===== config.mk =====
export PLATFORM = sky130hd
export DESIGN_NAME = frac_pwm_channel
export DESIGN_NICKNAME = d
export VERILOG_FILES = /design/src/rtl/frac_pwm_pkg.sv /design/src/rtl/pwm_shadow_reg.sv /design/src/rtl/pwm_phase_acc.sv /design/src/rtl/pwm_duty_cmp.sv /design/src/rtl/frac_pwm_channel.sv
export SDC_FILE = /design/constraint.sdc
export NUM_CORES = 1
export LEC_CHECK = 0
export BUFFER_PORTS_ARGS = -buffer_cell sky130_fd_sc_hd__buf_2
export CORE_UTILIZATION = 45
export DETAILED_ROUTE_END_ITERATION = 10
export PLACE_DENSITY = 0.69
export RECOVER_POWER = 25
export SYNTH_ARGS = -nofsm -noshare
export SYNTH_HDL_FRONTEND = slang
export SYNTH_SLANG_ARGS = --single-unit
export TNS_END_PERCENT = 100

===== constraint.sdc =====
create_clock -name clk -period 4.6 [get_ports clk]
set_input_delay 0.23 -clock clk [delete_from_list [all_inputs] [get_ports clk]]
set_output_delay 0.23 -clock clk [all_outputs]
set_load 0.01 [all_outputs]

===== src/rtl/frac_pwm_pkg.sv =====
package frac_pwm_pkg;
    typedef enum logic [1:0] {
        ST_OFF   = 2'd0,
        ST_RUN   = 2'd1,
        ST_STALL = 2'd2
    } chan_state_e;

    localparam int EN_BIT   = 31;
    localparam int UPD_BIT  = 30;
    localparam int STEP_LSB = 8;
    localparam int DIV_W    = 8;
endpackage


===== src/rtl/pwm_shadow_reg.sv =====
module pwm_shadow_reg
    import frac_pwm_pkg::*;
#(
    parameter int INC_W = 10
) (
    input  logic             clk,
    input  logic             rst_n,
    input  logic             wr_en,
    input  logic [31:0]      wr_data,
    input  logic             commit,
    output logic             en,
    output logic             upd,
    output logic [INC_W-1:0] stg_inc,
    output logic [DIV_W-1:0] stg_div,
    output logic [31:0]      rd_data
);
    localparam int PAD_W = 32 - 2 - INC_W - DIV_W;

    always_ff @(posedge clk or negedge rst_n) begin
        if (!rst_n) begin
            en      <= 1'b0;
            upd     <= 1'b0;
            stg_inc <= '0;
            stg_div <= '0;
        end else if (wr_en) begin
            en      <= wr_data[EN_BIT];
            upd     <= wr_data[UPD_BIT];
            stg_inc <= wr_data[STEP_LSB +: INC_W];
            stg_div <= wr_data[DIV_W-1:0];
        end else if (commit) begin
            upd <= 1'b0;
        end
    end

    generate
        if (PAD_W > 0) begin : g_pad
            logic unused_pad;
            assign unused_pad = ^wr_data[UPD_BIT-1:STEP_LSB+INC_W];
            assign rd_data = {en, upd, {PAD_W{1'b0}}, stg_inc, stg_div};
        end else begin : g_nopad
            assign rd_data = {en, upd, stg_inc, stg_div};
        end
    endgenerate

    // fields read back as written on the clock after a write
    a_r1_readback: assert property (@(posedge clk) disable iff (!rst_n)
        $past(wr_en) |-> (rd_data[EN_BIT] == $past(wr_data[EN_BIT])) &&
                         (rd_data[UPD_BIT] == $past(wr_data[UPD_BIT])) &&
                         (rd_data[STEP_LSB +: INC_W] == $past(wr_data[STEP_LSB +: INC_W])) &&
                         (rd_data[DIV_W-1:0] == $past(wr_data[DIV_W-1:0])));
endmodule


===== src/rtl/pwm_phase_acc.sv =====
module pwm_phase_acc #(
    parameter int INC_W = 10
) (
    input  logic             clk,
    input  logic             rst_n,
    input  logic             hold_zero,
    input  logic [INC_W-1:0] step,
    output logic [INC_W-1:0] acc,
    output logic             wrap
);
    logic [INC_W:0] sum;

    assign sum  = {1'b0, acc} + {1'b0, step};
    assign wrap = sum[INC_W];

    always_ff @(posedge clk or negedge rst_n) begin
        if (!rst_n)         acc <= '0;
        else if (hold_zero) acc <= '0;
        else                acc <= sum[INC_W-1:0];
    end

    // accumulator is held at zero while the channel is off
    a_r9_acc_zero: assert property (@(posedge clk) disable iff (!rst_n)
        hold_zero |=> (acc == '0));
endmodule


===== src/rtl/pwm_duty_cmp.sv =====
module pwm_duty_cmp
    import frac_pwm_pkg::*;
(
    input  logic             active,
    input  logic [7:0]       acc_top,
    input  logic [DIV_W-1:0] div,
    output logic             high
);
    logic [7:0] thr;

    assign thr  = 8'd255 - div;
    assign high = active && ((div == '0) || (acc_top < thr));
endmodule


===== src/rtl/frac_pwm_channel.sv =====
module frac_pwm_channel
    import frac_pwm_pkg::*;
#(
    parameter int INC_W = 10
) (
    input  logic        clk,
    input  logic        rst_n,
    input  logic        wr_en,
    input  logic [31:0] wr_data,
    output logic [31:0] rd_data,
    output logic        pwm_out
);
    localparam int TOP_LSB = INC_W - 8;

    chan_state_e      state, state_nx;
    logic             en, upd, wrap, commit, cmp_high;
    logic [INC_W-1:0] stg_inc, act_inc, inc_nx, acc;
    logic [DIV_W-1:0] stg_div, act_div;

    pwm_shadow_reg #(.INC_W(INC_W)) u_reg (
        .clk     (clk),
        .rst_n   (rst_n),
        .wr_en   (wr_en),
        .wr_data (wr_data),
        .commit  (commit),
        .en      (en),
        .upd     (upd),
        .stg_inc (stg_inc),
        .stg_div (stg_div),
        .rd_data (rd_data)
    );

    pwm_phase_acc #(.INC_W(INC_W)) u_acc (
        .clk       (clk),
        .rst_n     (rst_n),
        .hold_zero (state == ST_OFF),
        .step      (act_inc),
        .acc       (acc),
        .wrap      (wrap)
    );

    pwm_duty_cmp u_cmp (
        .active  (state == ST_RUN),
        .acc_top (acc[TOP_LSB +: 8]),
        .div     (act_div),
        .high    (cmp_high)
    );

    // Commit: running channels wait for the wrap; others take it at once.
    // A write in the same cycle always wins.
    always_comb begin
        commit = 1'b0;
        unique case (state)
            ST_RUN:   commit = upd && !wr_en && wrap;
            ST_OFF,
            ST_STALL: commit = upd && !wr_en;
            default:  commit = 1'b0;
        endcase
        inc_nx = commit ? stg_inc : act_inc;
        if (!en)                 state_nx = ST_OFF;
        else if (inc_nx == '0)   state_nx = ST_STALL;
        else                     state_nx = ST_RUN;
    end

    always_ff @(posedge clk or negedge rst_n) begin
        if (!rst_n) begin
            state   <= ST_OFF;
            act_inc <= '0;
            act_div <= '0;
        end else begin
            state <= state_nx;
            if (commit) begin
                act_inc <= stg_inc;
                act_div <= stg_div;
            end
        end
    end

    always_comb begin
        unique case (state)
            ST_RUN:  pwm_out = cmp_high;
            default: pwm_out = 1'b0;
        endcase
    end

    // a disabled channel keeps its output low
    a_r9_off_low: assert property (@(posedge clk) disable iff (!rst_n)
        (!en && $past(!en)) |-> !pwm_out);
    // a zero active step never drives the output high
    a_r8_zero_step: assert property (@(posedge clk) disable iff (!rst_n)
        (act_inc == '0) |-> !pwm_out);
    // a running channel keeps its request pending until the wrap
    a_r6_no_early: assert property (@(posedge clk) disable iff (!rst_n)
        (state == ST_RUN && upd && !wrap && !wr_en) |=> upd);
    // an idle channel commits on the next write-free clock
    a_r7_idle_commit: assert property (@(posedge clk) disable iff (!rst_n)
        (state != ST_RUN && upd && !wr_en) |=> (!upd && act_inc == $past(stg_inc) && act_div == $past(stg_div)));
    // active settings change only when a request clears
    a_r5_stable: assert property (@(posedge clk) disable iff (!rst_n)
        !(($past(upd) && !upd && !$past(wr_en))) |-> ($stable(act_inc) && $stable(act_div)));
endmodule


== Yosys cells after proc, flatten, opt, wreduce, memory -nomap -nowiden ==
Index checks and enable logic that the tools add are counted.
Widths: inputs -> output; s select.

* Add/subtract/negate cells: 2
* Magnitude comparators: 1
* Multiplexer cells: 8
* Eq/ne operators: 2
* Reduce and logical (&&, ||, !) cells: 10

{| class="wikitable"
|+ Operators with widths
! kind !! number
|-
| $mux 10 || 2
|-
| $add 10x10->11 || 1
|-
| $logic_not 10->1 || 1
|-
| $logic_not 8->1 || 1
|-
| $lt 8x8->1 || 1
|-
| $sub 8x8->8 const A || 1
|-
| $mux 2 || 2
|-
| $logic_and 1x1->1 || 3
|-
| $mux 1 || 3
|-
| $eq 2x1->1 const B || 1
|-
| $eq 2x2->1 const B || 1
|-
| $logic_not 2->1 || 1
|-
| $pmux 1 s2 || 1
|-
| $reduce_bool 2->1 || 1
|-
| $reduce_or 2->1 || 1
|-
| $logic_not 1->1 || 1
|-
| $logic_or 1x1->1 || 1
|}

* Word-level logic and storage cells: 31
* Flip-flop bits (word level): 50
* Output and inout port bits: 33
* Input bits: 35

== Depth between registers and ports, before layout ==
* Depth after elaboration: 8
* Depth in mapped cells: 7
* Mapped depth without buffers: 6

== Modules after synthesis ==
A second synthesis with hierarchy kept.

* Cells, all modules: 232
* Area total of the unflattened synthesis: 2835.2 µm²

{| class="wikitable"
|+ By module, submodules not included
! module !! times used !! area each (µm²) !! cells each !! seq. area each (µm²)
|-
| pwm_shadow_reg || 1 || 1061.0 || 76 || 500.5
|-
| frac_pwm_channel || 1 || 833.3 || 58 || 500.5
|-
| pwm_phase_acc || 1 || 753.2 || 77 || 250.2
|-
| pwm_duty_cmp || 1 || 187.7 || 21 || 0.0
|}

== Worst setup path after synthesis ==
No wires, ideal clock.

* Kind: reg-to-reg
* From: register act_inc[0]
* To: register act_div[0]
* Arrival time: 2193 ps
* Slack: 2282 ps
* Required time: 4475 ps
* Cell stages (with the launch flop): 8
* Buffers on the path: 1
* Clock period less this slack: 2318 ps
* Setup time: 125 ps
* Cell sequence: dfrtp_1 ha_1 fa_1 a211oi_2 o21ai_2 a211oi_2 buf_6 mux2_4

* Word-level cells in the longest chain between the ends: 3

{| class="wikitable"
|+ RTL lines
! element !! RTL line !! source
|-
| start, declared || frac_pwm_channel.sv:17 || <nowiki>logic [INC_W-1:0] stg_inc, act_inc, inc_nx, acc;</nowiki>
|-
| start signal, assigned || frac_pwm_channel.sv:73 || <nowiki>act_inc <= stg_inc;</nowiki>
|-
| $add 10x10->11 || pwm_phase_acc.sv:13 || <nowiki>assign sum = {1'b0, acc} + {1'b0, step};</nowiki>
|-
| $logic_and 1x1->1 || frac_pwm_channel.sv:54 || <nowiki>ST_RUN: commit = upd && !wr_en && wrap;</nowiki>
|-
| $pmux 1 s2 || frac_pwm_channel.sv:53 || <nowiki>unique case (state)</nowiki>
|-
| end signal, assigned || frac_pwm_channel.sv:74 || <nowiki>act_div <= stg_div;</nowiki>
|-
| end, declared || frac_pwm_channel.sv:18 || <nowiki>logic [DIV_W-1:0] stg_div, act_div;</nowiki>
|}

Every way passes these cells.
A chain may end at the register's enable or synchronous reset.

== Worst setup path in the final report ==
* From: register act_inc[0]
* To: register act_inc[4]

* Word-level cells in the longest chain between the ends: 4

{| class="wikitable"
|+ RTL lines
! element !! RTL line
|-
| $add 10x10->11 || pwm_phase_acc.sv:13
|-
| $logic_and 1x1->1 || frac_pwm_channel.sv:54
|-
| $pmux 1 s2 || frac_pwm_channel.sv:53
|-
| $mux 10 || --
|-
| named net inc_nx[4] || frac_pwm_channel.sv:17
|}

The timed path passes the listed nets, and every way through them passes these cells.

==> results.txt <==
----------------------------------------------------
[Synth]
  Avg Inst Size Synth ... 12.2 um2
  Number of enable-type register cells in the synthesized netlist ... 0
  Most area-consuming cells after synthesis ... sky130_fd_sc_hd__dfrtp_1, sky130_fd_sc_hd__mux2_4, sky130_fd_sc_hd__mux2_2
  Synth top area share ... between 40% and 50%
  Yosys synthesis warning count ... 0
  Largest area contributor in the synthesized netlist ... sky130_fd_sc_hd__dfrtp_1
  Ys async rst share ... between 90% and 100%
  Part of the Yosys area used for sequential elements ... ~46%
  Number of cells produced by synthesis ... about 230
  Synthesis-stage register bit count ... 50
  Most instantiated library cell after synthesis ... sky130_fd_sc_hd__dfrtp_1
  Library cells used by synthesis ... 41
  Post-synth top flop ... sky130_fd_sc_hd__dfrtp_1
  Post-synthesis instance area ... approximately 2700 um2
  Most used standard cells in the synthesized netlist ... sky130_fd_sc_hd__dfrtp_1, sky130_fd_sc_hd__mux2_2, sky130_fd_sc_hd__mux2_4

[GRT]
  Aggregate global-route resource usage ... roughly 18%
  Initial antenna violation count ... 0
  Aggregate global routing overflow ... 0
  Maximum number of pins on one net before global-route repair ... 51
  Via count of the first global-routing pass ... about 1800
  Global-route wire length before repair ... 8780 um

[Timing]
  Max-slew violation count ... 51
  Highest Clock Rate ... between 0.3 and 0.4 GHz
  Max-slew headroom ... -70.8%
  Final hold viol count ... 0
  Worst Tran Pin Value ... around 2.6 ns
  Part of the cycle the worst path needs ... ~57%
  Sum Neg Setup Slack ... 0 ns
  Worst Clk Skew ... 0.00973 ns
  Final setup violation count ... 0
  Clock period minus final worst setup slack ... about 2.6 ns
  Setup repair after global routing missed its margin ... false

[Outcome]
  Violations in the final reports ... max-capacitance violations, max-slew violations
  Run status ... finished, violations left

[Clock tree]
  Max H-tree Level ... 2
  Cell chosen for the clock root ... sky130_fd_sc_hd__clkbuf_8
  CTS tree ... done
  Number of cells upsized or downsized after cts ... 0
  Setup Buffers After CTS ... 0
  TritonCTS sink count ... 50
  Clock buffer count from CTS ... 5
  Maximum clock insertion buffer count ... 2
  Worst skew pair latency ... around 0.30 ns
  Clock Pin Slew Worst Setup and Hold Paths ... 0.09 ns
  Number of buffers inserted by hold repair at cts ... 0

[Routing]
  Remaining antenna violation count ... 0
  Average via count per standard cell ... between 5 and 6
  Routed WL ... between 4000 and 5000 um
  Iteration count of the initial detailed-routing pass ... 4
  Iteration-0 DRC Markers ... a little under 100
  # DRC ... 0
  Detailed-route via count ... about 1800
  Average wire per cell in the routed design ... between 10 and 15 um

[Floorplan]
  Initial core utilization ... a little under half
  Die ar. ... roughly 6400 um2
  Floorplan core area ... around 6000 um2
  Chip width ... roughly 80 um
  Number of placed I/O pins ... 68
  Die height ... ~80 um
  Num rows ... 28

[Setup path]
  Required time of the critical path ... roughly 4.8 ns
  Data arrival at the endpoint of the critical path ... between 2 and 3 ns
  Ordered list of cells on the worst path ... ha_1 -> fa_1 -> a211oi_2 -> o21ai_2 -> a211oi_4 -> buf_4 -> mux2_4
  Depth of the worst register-to-register path ... 7
  Slowest stage cell, crit path ... sky130_fd_sc_hd__fa_1
  Crit Path Max Fanout ... 20
  Kind of capture point of the worst setup path ... flip-flop
  Start-to-end type of the worst setup path ... reg2reg
  Crit-path max cell delay ... 0.45 ns
  Critical path launch point type ... flip-flop

[Cells and area]
  Antenna diodes ... 0
  Net count reported at finish ... roughly 320
  P&R area growth vs syn ... 11.1%
  Final Instance Area ... 3050 um2
  Share of layout cells above drive strength 1 ... a little over a third
  Core occupancy in the finished layout ... just over 50%

[Min path]
  Hold Crit Class ... in2reg
  Worst Hold Path Cells ... 2

[Pwr]
  Post-layout total power ... between 1.5 and 2 mW
  Part of the power in combinational logic ... 46.2%
  Max IR drop VDD ... 0.000297 V
  Reported leakage power ... approximately 1.5 nW
  Power per cell area ... 580 nW/um2
  Power share of the clock group ... between 10% and 20%
  Int Power ... between 1 and 1.5 mW
  Share of total power consumed by net switching ... a little under two fifths
  Part of the total power dissipated in sequential elements ... ~40%
  Net switching power ... between 600 and 700 uW

[Place]
  Quantity of I/O buffers inserted on ports ... 43
  Gp weighted congestion ... between 0.8 and 0.9
  Post-place instance area ... 2970 um2
  Post-detailed-placement half-perimeter wirelength ... roughly 3800 um

[Run]
  Number of max-capacitance violations reported ... 1

----------------------------------------------------
registers in the layout, indices dropped and copies added (netlist names):
| signal | count |
|---|---|
| u_reg.upd | 1 |
| act_div | 8 |
| u_reg.stg_div | 8 |
| u_reg.stg_inc | 10 |
| u_acc.acc | 10 |
| state | 2 |
| u_reg.en | 1 |
| act_inc | 10 |
stage by stage:
stage	setup WS [ns]	hold WS (ns)	cells
after floorplan	2.28	-0.0656	236
after global placement	2.01	0.462	336
after detailed placement	1.98	0.465	336
after CTS	1.96	0.150	343
after global routing	1.83	0.147	343
final	1.97	0.152	343
power groups by stage:
stage	Sequential, mW	Combinational [mW]	Clock (mW)
3_3_place_gp	0.710	0.787	0
6_report	0.706	0.815	0.244
3_5_place_dp	0.715	0.815	0
5_1_grt	0.727	0.928	0.269
2_1_floorplan	0.672	0.662	0
4_1_cts	0.707	0.820	0.252
cell type report:
class,instances,area [um2]
timing repair buffer,44,220
tap,75,93.8
fill,537,2840
clock inverter,1,7.51
multi-input combinational,164,1390
sequential,50,1250
inverter,3,11.3
clock buffer,6,72.6
routing by layer:
| layer | track usage [%] | wire length, um | vias up |
|---|---|---|---|
| met4 | 7.14 | 107 | 0 |
| met3 | 2.84 | 140 | 9 |
| met1 | 24.8 | 2320 | 904 |
| met2 | 27.7 | 2410 | 44 |
| met5 | 0 | 0 | - |
| li1 | - | - | 886 |
worst max-delay path, delay by kind of cell, from the launching register on:
kind,cells,cell delay [ns]
buffers and inverters,1,0.37
flip-flops,1,0.42
adder cells (fa/ha/maj),2,0.70
multiplexers,1,0.34
AO/OA/AOI/OAI,3,0.67
cell families after synthesis:
| logic type | after synthesis | share of synthesized area, % |
|---|---|---|
| flip-flops | 50 | 45.6 |
| other | 1 | 0.137 |
| adder cells (fa/ha/maj) | 18 | 8.49 |
| multiplexers | 42 | 19.5 |
| buffers and inverters | 22 | 5.48 |
| XOR/XNOR | 1 | 0.320 |
| AO/OA/AOI/OAI | 43 | 10.9 |
| AND/OR/NAND/NOR | 48 | 9.58 |
path summary, 6_finish.rpt:
path	startpoint	to	slack [ns]
worst max-delay path	act_inc[0]$_DFF_PN0_	act_inc[4]$_DFF_PN0_	1.97
worst min-delay path	wr_data[4]	u_reg.stg_div[4]$_DFFE_PN0P_	0.15
worst max register to register	act_inc[0]$_DFF_PN0_	act_inc[4]$_DFF_PN0_	1.97
worst min register to register	u_reg.stg_div[3]$_DFFE_PN0P_	act_div[3]$_DFFE_PN0N_	0.53
max in group asynchronous	rst_n	u_acc.acc[4]$_DFF_PN0_	2.43
min in group asynchronous	rst_n	act_div[5]$_DFFE_PN0N_	0.71
placed cells by master (no fill, tap or decap), drive strengths merged, types with 2 or more instances in the layout:
master  instances
nand4           2
o21bai          2
nand2b          4
or4             2
o21ai          14
a21oi           2
nand2           3
a211oi         11
mux2i           5
o21a            3
nand3           4
conb           12
nor2           14
inv             3
nor4            4
mux2           37
buf            42
nor3            8
ha             17
nor2b           3
a21o            4
dfrtp          50
a31oi           2
or2             3
clkbuf          8
Power figures use the tool's default switching activity.
